## src/rtl/prio_shift_reg.sv

```systemverilog
module prio_shift_reg #(
  parameter int W = 4
) (
  input  logic         clk,
  input  logic         rst_n,
  input  logic [W-1:0] din,
  input  logic         ser_in,
  input  logic         clr,
  input  logic         set,
  input  logic         ld,
  input  logic         shl,
  output logic [W-1:0] q
);
  localparam logic [2:0] OP_LOAD = 3'b001;
  localparam logic [2:0] OP_SHL  = 3'b010;
  localparam logic [2:0] OP_CLR  = 3'b011;
  localparam logic [2:0] OP_SET  = 3'b100;

  logic [2:0]   sel;
  logic [W-1:0] nxt;

  assign sel[2] = !clr & set;
  assign sel[1] = clr | (!clr & !set & !ld & shl);
  assign sel[0] = clr | (!clr & !set & ld);

  for (genvar i = 0; i < W; i++) begin : g_bit
    logic lo, nb;
    if (i == 0) begin : g_lsb
      assign lo = ser_in;
    end else begin : g_up
      assign lo = q[i-1];
    end
    always_comb begin
      case (sel)
        OP_LOAD: nb = din[i];
        OP_SHL:  nb = lo;
        OP_CLR:  nb = 1'b0;
        OP_SET:  nb = 1'b1;
        default: nb = q[i];
      endcase
    end
    assign nxt[i] = nb;
  end

  always_ff @(posedge clk) begin
    if (!rst_n) q <= '0;
    else        q <= nxt;
  end

  AST_HOLD: assert property (@(posedge clk) disable iff (!rst_n)
    (!clr && !set && !ld && !shl) |=> $stable(q));
  AST_LOAD: assert property (@(posedge clk) disable iff (!rst_n)
    (!clr && !set && ld) |=> (q == $past(din)));
  AST_SHIFT: assert property (@(posedge clk) disable iff (!rst_n)
    (!clr && !set && !ld && shl) |=> (q == {$past(q[W-2:0]), $past(ser_in)}));
  AST_CLEAR: assert property (@(posedge clk) disable iff (!rst_n)
    clr |=> (q == '0));
  AST_SET_ONES: assert property (@(posedge clk) disable iff (!rst_n)
    (!clr && set) |=> (q == '1));
endmodule

```

## config.mk

```make
export PLATFORM = sky130hd
export DESIGN_NAME = prio_shift_reg
export DESIGN_NICKNAME = d
export VERILOG_FILES = /design/src/rtl/prio_shift_reg.sv
export SDC_FILE = /design/constraint.sdc
export NUM_CORES = 1
export LEC_CHECK = 0
export BUFFER_PORTS_ARGS = -buffer_cell sky130_fd_sc_hd__buf_2
export CORE_AREA = 2 2 39 41
export DETAILED_ROUTE_END_ITERATION = 10
export DIE_AREA = 0 0 41 43
export PLACE_DENSITY_LB_ADDON = 0.3
export SYNTH_ARGS = -nofsm -noshare
export SYNTH_HDL_FRONTEND = slang
export SYNTH_SLANG_ARGS = --single-unit
```

## constraint.sdc

```tcl
create_clock -name clk -period 1.55 [get_ports clk]
set_input_delay 0.465 -clock clk [delete_from_list [all_inputs] [get_ports clk]]
set_output_delay 0.465 -clock clk [all_outputs]
set_load 0.02 [all_outputs]
```

==> impl_results.md, run 1 <==
- Status: completed
- Clock tree buffer depth: 2
- Average cell area after synthesis: just over 9 sq um
- Number of global-route vias before repair: between 200 and 250
- Placed insts: about 50
- Startpoint Class: register
- Maximum vdd drop: a little over 0.4 mV
- Post-synthesis cell area: about 180 sq um
- Post-route non-filler standard cell count: 52
- GP Congestion: 0.7043
- Die Span Y: ~43 um
- Pre-CTS setup slack: between 0.15 and 0.2 ns
- Top flop regs: q (4)
- DRC viols: 0
- DP HPWL: 443 um
- Crit path DAT: between 0.7 and 0.8 ns
- Slowest CP cell: dfxtp_1
- Largest family of logic cells by synthesized area: simple AND/OR/NAND/NOR gates
- Fillers: ~160
- Slew @ Worst Pin: ~0.25 ns
- Synth Area in Simple Gates: between 40% and 50%
- Fin nets: just under 50
- Finished Cell Area: between 200 and 300 sq um
- Cell Area, Placed: 267.8 sq um
- Fin crit share: approximately four fifths
- Register area: 80.08 sq um
- Final worst slack: 0.3260 ns
- Clock net sink count: 4
- Die X: about 41 um
- Register area share after synthesis: 45.07%
- Share of cells above drive strength 1: a little over half
- Max-Cap Viols: 0
- CTS Root Cell: clkbuf_4
- IO Port Bufs: 14
- H-tree depth: 1
- Initial core utilization: roughly an eighth
- Max Freq: between 0.8 and 0.9 GHz
- Antenna Cells: 0
- Synth top area cells: dfxtp_1, nor4_1, o22ai_1, nor3_1, or3b_4
- Post-CTS setup buffer count: 0
- Synth Area in XOR/XNOR: 0%
- CP Data Required Time: around 1.1 ns
- CTS tree: yes
- Critical path capture point type: primary output
- Highest-count cells in the layout ignoring fill and taps: buf_2, nor4_1, o22ai_1, nor3_1, dfxtp_1
- Min-Delay Path Class: in2reg
- Synth-to-layout area growth: 63.38%
- Post-synthesis compound-gate area fraction: between 10% and 20%
- Routed Antenna Nets: 0
- Setup violations, final: 0
- DRT Pass-1 Iters: 4
- Critical path's top delay family: flip-flops
- Flop-to-flop setup slack: roughly 0.75 ns
- Met2 wire len: roughly 190 um
- Dominant cell type by area after synthesis: dfxtp_1
- YS warnings: 0
- Tot Pwr: just under 0.3 mW
- Met1 Wirelength: around 260 um
- PwrDens: a little over 1000 mW/mm^2
- Highest routed layer: met3
- Lkg Pwr: around 0.13 nW
- First-pass GRT wire length: 959 um
- Final Skew: ~0.0045 ns
- Critical path peak fanout: 3
- Pin count of the biggest net entering global routing: 7
- Crit path kind: reg2out
- Most flops, register: q
- Final wirelength: 563 um
- Distinct cells, synth: 7
- Number of DRC markers in iteration 0: 2
- Full die area: 0.001763 sq mm
- Boundary Pins: 15
- Multi-input gate area: 97.59 sq um
- Skew-Pair Late Insertion Delay: ~0.24 ns
- Mux cell area share after synthesis: 0%
- Bufs and invs on worst path: 1
- Core box area: 0.001384 sq mm
- Leading cell type in the layout, fill and taps excluded: buf_2
- Top-area cell type share of the netlist area: 45.07%
- Cells after Synth: 19
- # hold bufs at CTS: 0
- Initial antenna violation count: 0
- Final hold violations: 0
- Setup TNS: 0 ns
- Slew Viols, Final: 0
- WL met3: between 100 and 150 um
- Worst-path clk slew: around 0.040 ns
- Min Tclk post-route: 1.224 ns
- Unrepaired setup endpoints after global routing: no
- Post-synthesis adder-cell area fraction: 0%
- Total Routing Usage GR: roughly 8.7%
- Worst path max stage delay: about 0.34 ns
- Wire per inst: about 11 um
- Via/cell ratio: about 4.5
- Max reg flops: 4
- Post-synth net total: 30
- Critical-path cell list: buf_2
- Yosys reg bits: 4
- PostCTS Resize Cnt: 0
- DR vias: roughly 230
- Num CTS Buffers: 3
- Remaining Overflow, GRT: 0
- Relative slew margins: 83.49%
- Row Count: 14
-- metal layers --
metal  vias to the layer above  GRT usage (%)
met2                        16          10.31
met4                         0          4.000
li1                        112              -
met5                         -              0
met1                       104          9.936
met3                         0          8.901
-- worst paths after layout --
check | startpoint | to | cells past startpoint
max | q[1] | q[1] | 1
min | din[0] | q[0] | 3
max reg2reg | q[1] | q[1] | 2
min reg2reg | q[3] | q[3] | 2
-- final cells by class --
| type | count | area share [%] |
|---|---|---|
| clock buffers | 3 | 7.759 |
| multi-input cells | 15 | 33.62 |
| well taps | 16 | 6.897 |
| flip-flops and latches | 4 | 27.59 |
| repair buffers | 14 | 24.14 |
-- per-stage QoR --
stage               util, %  hold WS, ns
floorplan                 -       0.6402
global placement      19.35       0.5517
detailed placement    19.35       0.5594
CTS                   20.98       0.5078
global route          20.98       0.5200
finish                20.98       0.5137
-- kinds of logic after synthesis --
| family | after synthesis |
|---|---|
| and+or+nand+nor | 11 |
| DFF | 4 |
| AOI/OAI and AO/OA | 4 |
-- cell usage after synthesis --
library cell  instances
or3b_4                1
nor4_1                4
o22ai_1               4
dfxtp_1               4
or2b_2                1
or2b_1                1
nor3_1                4
-- where the power goes --
group / total [mW] / switching [mW] / internal, mW / leakage, nW
Combinational: 0.0508 / 0.0270 / 0.0238 / 0.0842
Clock: 0.131 / 0.0447 / 0.0867 / 0.0138
Sequential: 0.114 / 0.00406 / 0.110 / 0.0331
Total: 0.296 / 0.0758 / 0.221 / 0.131
Note: power is estimated with default switching activity, not from simulation.
==> run 2, diff against run 1 <==
clock period = 1.2 ns   (was 1.55 ns; I/O delays follow)
==> run 2 against run 1 <==
Net effect: cell count increased by 5.8%; utilization increased by 1.6 points; clock power increased by 25%; critical path depth unchanged; power increased by 30%; largest cell class unchanged; critical path type unchanged; worst hold slack got worse by 0.10 ns; non-clock buffer count increased by 3.
==> impl_results.md, run 2 (synthesized netlist as in run 1, its figures left out) <==
- Max Freq: 0.8951 GHz
- Met1 GRT Util: 10.00% (+0.064 points)
- Worst path max stage delay: 0.35 ns (about the same)
- Cell Area, Placed: 290.3 sq um (+8.4%)
- Slew @ Worst Pin: 0.2280 ns (-0.01738 ns)
- DRT Pass-1 Iters: 4 (unchanged)
- CTS Root Cell: clkbuf_4
- Setup violations, final: 0 (unchanged)
- Layout Utilization: 22.60% (+1.6 points)
- Leading cell type in the layout, fill and taps excluded: buf_2
- Full die area: 0.001763 sq mm (unchanged)
- Maximum vdd drop: 0.4721 mV (+16%)
- Remaining Overflow, GRT: 0 (unchanged)
- GR peak layer: met4
- Num CTS Buffers: 3 (unchanged)
- Skew-Pair Late Insertion Delay: 0.23 ns (about the same)
- Crit path from: q[0]
- CP Depth: 1 (unchanged)
- Boundary Pins: 15 (unchanged)
- Clock power share: 42.7% (-1.7 points)
- Clock net sink count: 4 (unchanged)
- Relative slew margins: 84.66% (+1.2 points)
- Initial antenna violation count: 0 (unchanged)
- Reg2Reg Depth: 2 (unchanged)
- Fin nets: 52 (+6.1%)
- Final hold violations: 0 (unchanged)
- Critical path capture point type: primary output
- Sw frac: 24.49% (-1.1 points)
- Synth-to-layout area growth: 76.06%
- Worst setup endpoint: q[0]
- Via/cell ratio: 4.364 (-2.2%)
- Critical path peak fanout: 3 (unchanged)
- Initial core utilization: 12.84% (unchanged)
- Placed insts: 52 (+6.1%)
- Status: completed
- Lkg Pwr: 0.1455 nW (+11%)
- Min-Delay Path Class: in2reg
- Unrepaired setup endpoints after global routing: no
- Finished Cell Area: 312.8 sq um (+7.8%)
- Fin crit share: approximately 93%
- PwrDens: 1231 mW/mm^2 (+21%)
- Final Skew: 0.002309 ns (-0.002194 ns)
- Die X: 41 um (unchanged)
- Tot Pwr: 0.3850 mW (+30%)
- H-tree depth: 1 (unchanged)
- Core box area: 0.001384 sq mm (unchanged)
- CP Data Required Time: 0.84 ns (-0.24 ns)
- Critical path's top delay family: flip-flops
- Startpoint Class: register
- Fillers: 155 (-1.9%)
- Slowest CP cell: dfxtp_1
- Hold_ws: 0.4128 ns (-0.1009 ns)
- # hold bufs at CTS: 0 (unchanged)
- Pin count of the biggest net entering global routing: 5 (-2)
- Number of global-route vias before repair: 246 (-0.40%)
- Post-CTS setup buffer count: 0 (unchanged)
- DRC viols: 0 (unchanged)
- Top flop regs: q (4)
- Antenna Cells: 0 (unchanged)
- DR vias: 240 (+3.4%)
- Post-route non-filler standard cell count: 55 (+5.8%)
- Clock tree buffer depth: 2 (unchanged)
- Row Count: 14 (unchanged)
- Logic pwr share: 19.0% (+1.9 points)
- Slew Viols, Final: 0 (unchanged)
- Critical-path cell list: buf_2
- Grt met3 use: 3.141% (-5.8 points)
- Total Routing Usage GR: 8.643% (-0.083 points)
- Max-Cap Viols: 0 (unchanged)
- Max reg flops: 4 (unchanged)
- First-pass GRT wire length: 917 um (-4.4%)
- DP HPWL: 424.1 um (-4.3%)
- Wire per inst: 10.38 um (-4.1%)
- CTS tree: yes
- Flop pwr share: 38.3% (-0.2 points)
- Final wirelength: 571 um (+1.4%)
- Internal: 0.2907 mW (+32%)
- Bufs and invs on worst path: 1 (unchanged)
- Routed Antenna Nets: 0 (unchanged)
- Most flops, register: q
- R2r startpoint: q[0]
- PostCTS Resize Cnt: 0 (unchanged)
- Share of cells above drive strength 1: 56.41% (+3.6 points)
- Min Tclk post-route: ~1.1 ns
- Number of DRC markers in iteration 0: 3 (+1)
- M2 GR Usage: 9.688% (-0.62 points)
- R2r endpoint: q[0]
- Setup TNS: 0 ns (unchanged)
- Crit path kind: reg2out
- Worst-path clk slew: 0.04 ns (about the same)
- IO Port Bufs: 14 (unchanged)
- Final worst slack: 0.08275 ns (-0.2433 ns)
- Highest-count cells in the layout ignoring fill and taps: buf_2, nor4_1, o22ai_1, nor3_1, dfxtp_1
- Switching power: 0.09431 mW (+24%)
- Pre-CTS setup slack: -0.04157 ns (-0.2305 ns)
- GP Congestion: 0.7522 (+6.8%)
- Flop-to-flop setup slack: 0.41 ns (-0.34 ns)
- Crit path DAT: 0.76 ns (about the same)
- Die Span Y: 43 um (unchanged)
[run 2: cell count changes in the layout (fill, tap and decap cells not counted)]
| cell | previous run | this run |
|---|---|---|
| buf_4 | 0 | 3 |
[run 2: area by class of cell]
| type | instances | area (sq um) | share of cell area, % |
|---|---|---|---|
| multi-input cells | 15 | 97.59 | 31.20 |
| well taps | 16 | 20.02 | 6.400 |
| clock buffers | 3 | 22.52 | 7.200 |
| repair buffers | 17 | 92.59 | 29.60 |
| flip-flops and latches | 4 | 80.08 | 25.60 |
[run 2: power by group through the flow]
stage / registers, mW / logic [mW] / clock network [mW]
2_1_floorplan: 0.159 / 0.0218 / 0
6_report: 0.148 / 0.0731 / 0.164
5_1_grt: 0.149 / 0.0793 / 0.183
4_1_cts: 0.148 / 0.0729 / 0.176
3_3_place_gp: 0.150 / 0.0732 / 0
3_5_place_dp: 0.150 / 0.0724 / 0
[run 2: routing by layer]
metal  share of wire (%)  vias up
li1                    -      119
met1                  51      103
met2                  33       16
met3                  13        2
met4                 1.8        0
met5                   0        -
[run 2: worst min-delay path, cell delays in order]
cell and delay (ns):
buf_2 0.07, o22ai_1 0.05, nor3_1 0.11
[run 2: worst min-delay path by stage]
stage / startpoint / endpoint / slack (ns) / cells past startpoint
after floorplan: din[0] / q[0] / 0.55 / 2
after global placement: q[3] / q[3] / 0.54 / 2
after detailed placement: q[3] / q[3] / 0.56 / 2
after global routing: din[0] / q[0] / 0.44 / 3
after CTS: din[1] / q[1] / 0.41 / 3
final: din[1] / q[1] / 0.41 / 3
==> run 3, diff against run 2 <==
clock period = 1.3 ns   (was 1.2 ns; I/O delays follow)
==> run 3 against run 2 <==
Net effect: register-to-register slack gained 0.09 ns; clock-buffer cell count unchanged; cell count unchanged; non-clock buffer count is the same; die area is the same; clock power is 6% lower; critical path depth is the same; utilization did not move; power fell by 7.0%; combinational power decreased by 7.7%; first-iteration DRC count grew to 3.3 times the previous value; critical path type unchanged; largest cell class unchanged.
==> impl_results.md, run 3 (synthesized netlist as in run 1, its figures left out) <==
- Initial core utilization: 12.84% (unchanged)
- Slew @ Worst Pin: 0.2345 ns (+0.006556 ns)
- Slew Viols, Final: 0 (unchanged)
- Setup TNS: 0 ns (unchanged)
- DRT Pass-1 Iters: 4 (unchanged)
- # hold bufs at CTS: 0 (unchanged)
- IO Port Bufs: 14 (unchanged)
- Highest-count cells in the layout ignoring fill and taps: buf_2, nor4_1, o22ai_1, nor3_1, dfxtp_1
- DR vias: 234 (-2.5%)
- Num CTS Buffers: 3 (unchanged)
- Crit path kind: reg2out
- Number of DRC markers in iteration 0: 10 (+7)
- Pre-CTS setup slack: 0.04836 ns (+0.08993 ns)
- Post-route non-filler standard cell count: 55 (unchanged)
- Startpoint Class: register
- Unrepaired setup endpoints after global routing: no
- Relative slew margins: 84.22% (-0.44 points)
- CTS tree: yes
- Final worst slack: 0.1374 ns (+0.05463 ns)
- Hold_ws: 0.4455 ns (+0.03279 ns)
- Post-CTS setup buffer count: 0 (unchanged)
- Min-Delay Path Class: in2reg
- Leading cell type in the layout, fill and taps excluded: buf_2
- Share of cells above drive strength 1: 56.41% (unchanged)
- Clock net sink count: 4 (unchanged)
- Lkg Pwr: 0.1455 nW (unchanged)
- CTS Root Cell: clkbuf_4
- Pin count of the biggest net entering global routing: 6 (+1)
- Remaining Overflow, GRT: 0 (unchanged)
- Critical path capture point type: primary output
- Crit path DAT: 0.77 ns (about the same)
- PwrDens: 1144 mW/mm^2 (-7.0%)
- Via/cell ratio: 4.255 (-2.5%)
- PostCTS Resize Cnt: 0 (unchanged)
- Fillers: 171 (+10%)
- Maximum vdd drop: 0.2463 mV (-48%)
- Setup violations, final: 0 (unchanged)
- Final hold violations: 0 (unchanged)
- Worst-path clk slew: 0.04 ns (about the same)
- Skew-Pair Late Insertion Delay: 0.23 ns (about the same)
- DRC viols: 0 (unchanged)
- Synth-to-layout area growth: 76.06% (unchanged)
- Die Span Y: 43 um (unchanged)
- Critical path's top delay family: flip-flops
- Wire per inst: 10.65 um (+2.6%)
- Fin nets: 52 (unchanged)
- Worst path max stage delay: 0.36 ns (about the same)
- Final Skew: 0.002544 ns (+0.0002357 ns)
- Full die area: 0.001763 sq mm (unchanged)
- Clock tree buffer depth: 2 (unchanged)
- Most flops, register: q
- Die X: 41 um (unchanged)
- Row Count: 14 (unchanged)
- Max-Cap Viols: 0 (unchanged)
- Boundary Pins: 15 (unchanged)
- Slowest CP cell: dfxtp_1
- Min Tclk post-route: roughly 1.2 ns
- Tot Pwr: 0.3580 mW (-7.0%)
- Status: completed
- H-tree depth: 1 (unchanged)
- CP Data Required Time: 0.91 ns (+0.07 ns)
- Max Freq: roughly 0.86 GHz
- Top flop regs: q (4)
- Routed Antenna Nets: 0 (unchanged)
- DP HPWL: 454.8 um (+7.2%)
- Critical-path cell list: buf_2
- Total Routing Usage GR: 8.744% (+0.10 points)
- Number of global-route vias before repair: 233 (-5.3%)
- Critical path peak fanout: 3 (unchanged)
- GP Congestion: 0.7333 (-2.5%)
- Bufs and invs on worst path: 1 (unchanged)
- Antenna Cells: 0 (unchanged)
- Flop-to-flop setup slack: 0.50 ns (+0.09 ns)
- Placed insts: 52 (unchanged)
- Initial antenna violation count: 0 (unchanged)
- Multi-input gate area: 97.59 sq um (unchanged)
- Fin crit share: about nine tenths
- Max reg flops: 4 (unchanged)
- Final wirelength: 586 um (+2.6%)
- First-pass GRT wire length: 959 um (+4.6%)
- Register area: 80.08 sq um (unchanged)
- Core box area: 0.001384 sq mm (unchanged)
[run 3: per-stage QoR]
step	utilization (%)	area (sq um)
final	22.60	312.8
after global routing	22.60	312.8
after CTS	22.60	312.8
after detailed placement	20.98	290.3
after global placement	20.98	290.3
after floorplan	-	177.7
[run 3: routing by layer]
metal	wire length [um]	GRT usage [%]
met1	291	11.61
met2	198	9.375
met3	97	3.141
met4	0	10.00
met5	0	0
[run 3: path summary, 6_finish.rpt]
| path | startpoint | end | cells past startpoint |
|---|---|---|---|
| max | q[1] | q[1] | 1 |
| min | din[3] | q[3] | 3 |
| max reg2reg | q[1] | q[1] | 2 |
| min reg2reg | q[3] | q[3] | 2 |
[run 3: cell type report]
type | count | area share [%]
sequential | 4 | 25.60
clock buffer | 3 | 7.200
timing repair buffer | 17 | 29.60
tap | 16 | 6.400
multi-input combinational | 15 | 31.20
[run 3: power breakdown]
part	switching, mW	leakage, nW	internal, mW
clock network	0.0506	0.0138	0.103
registers	0.00534	0.0331	0.131
logic	0.0334	0.0986	0.0341
total	0.0894	0.146	0.269
[run 3: worst min-delay path, cell delays in order]
cell,delay [ns]
buf_2,0.08
o22ai_1,0.05
nor3_1,0.11
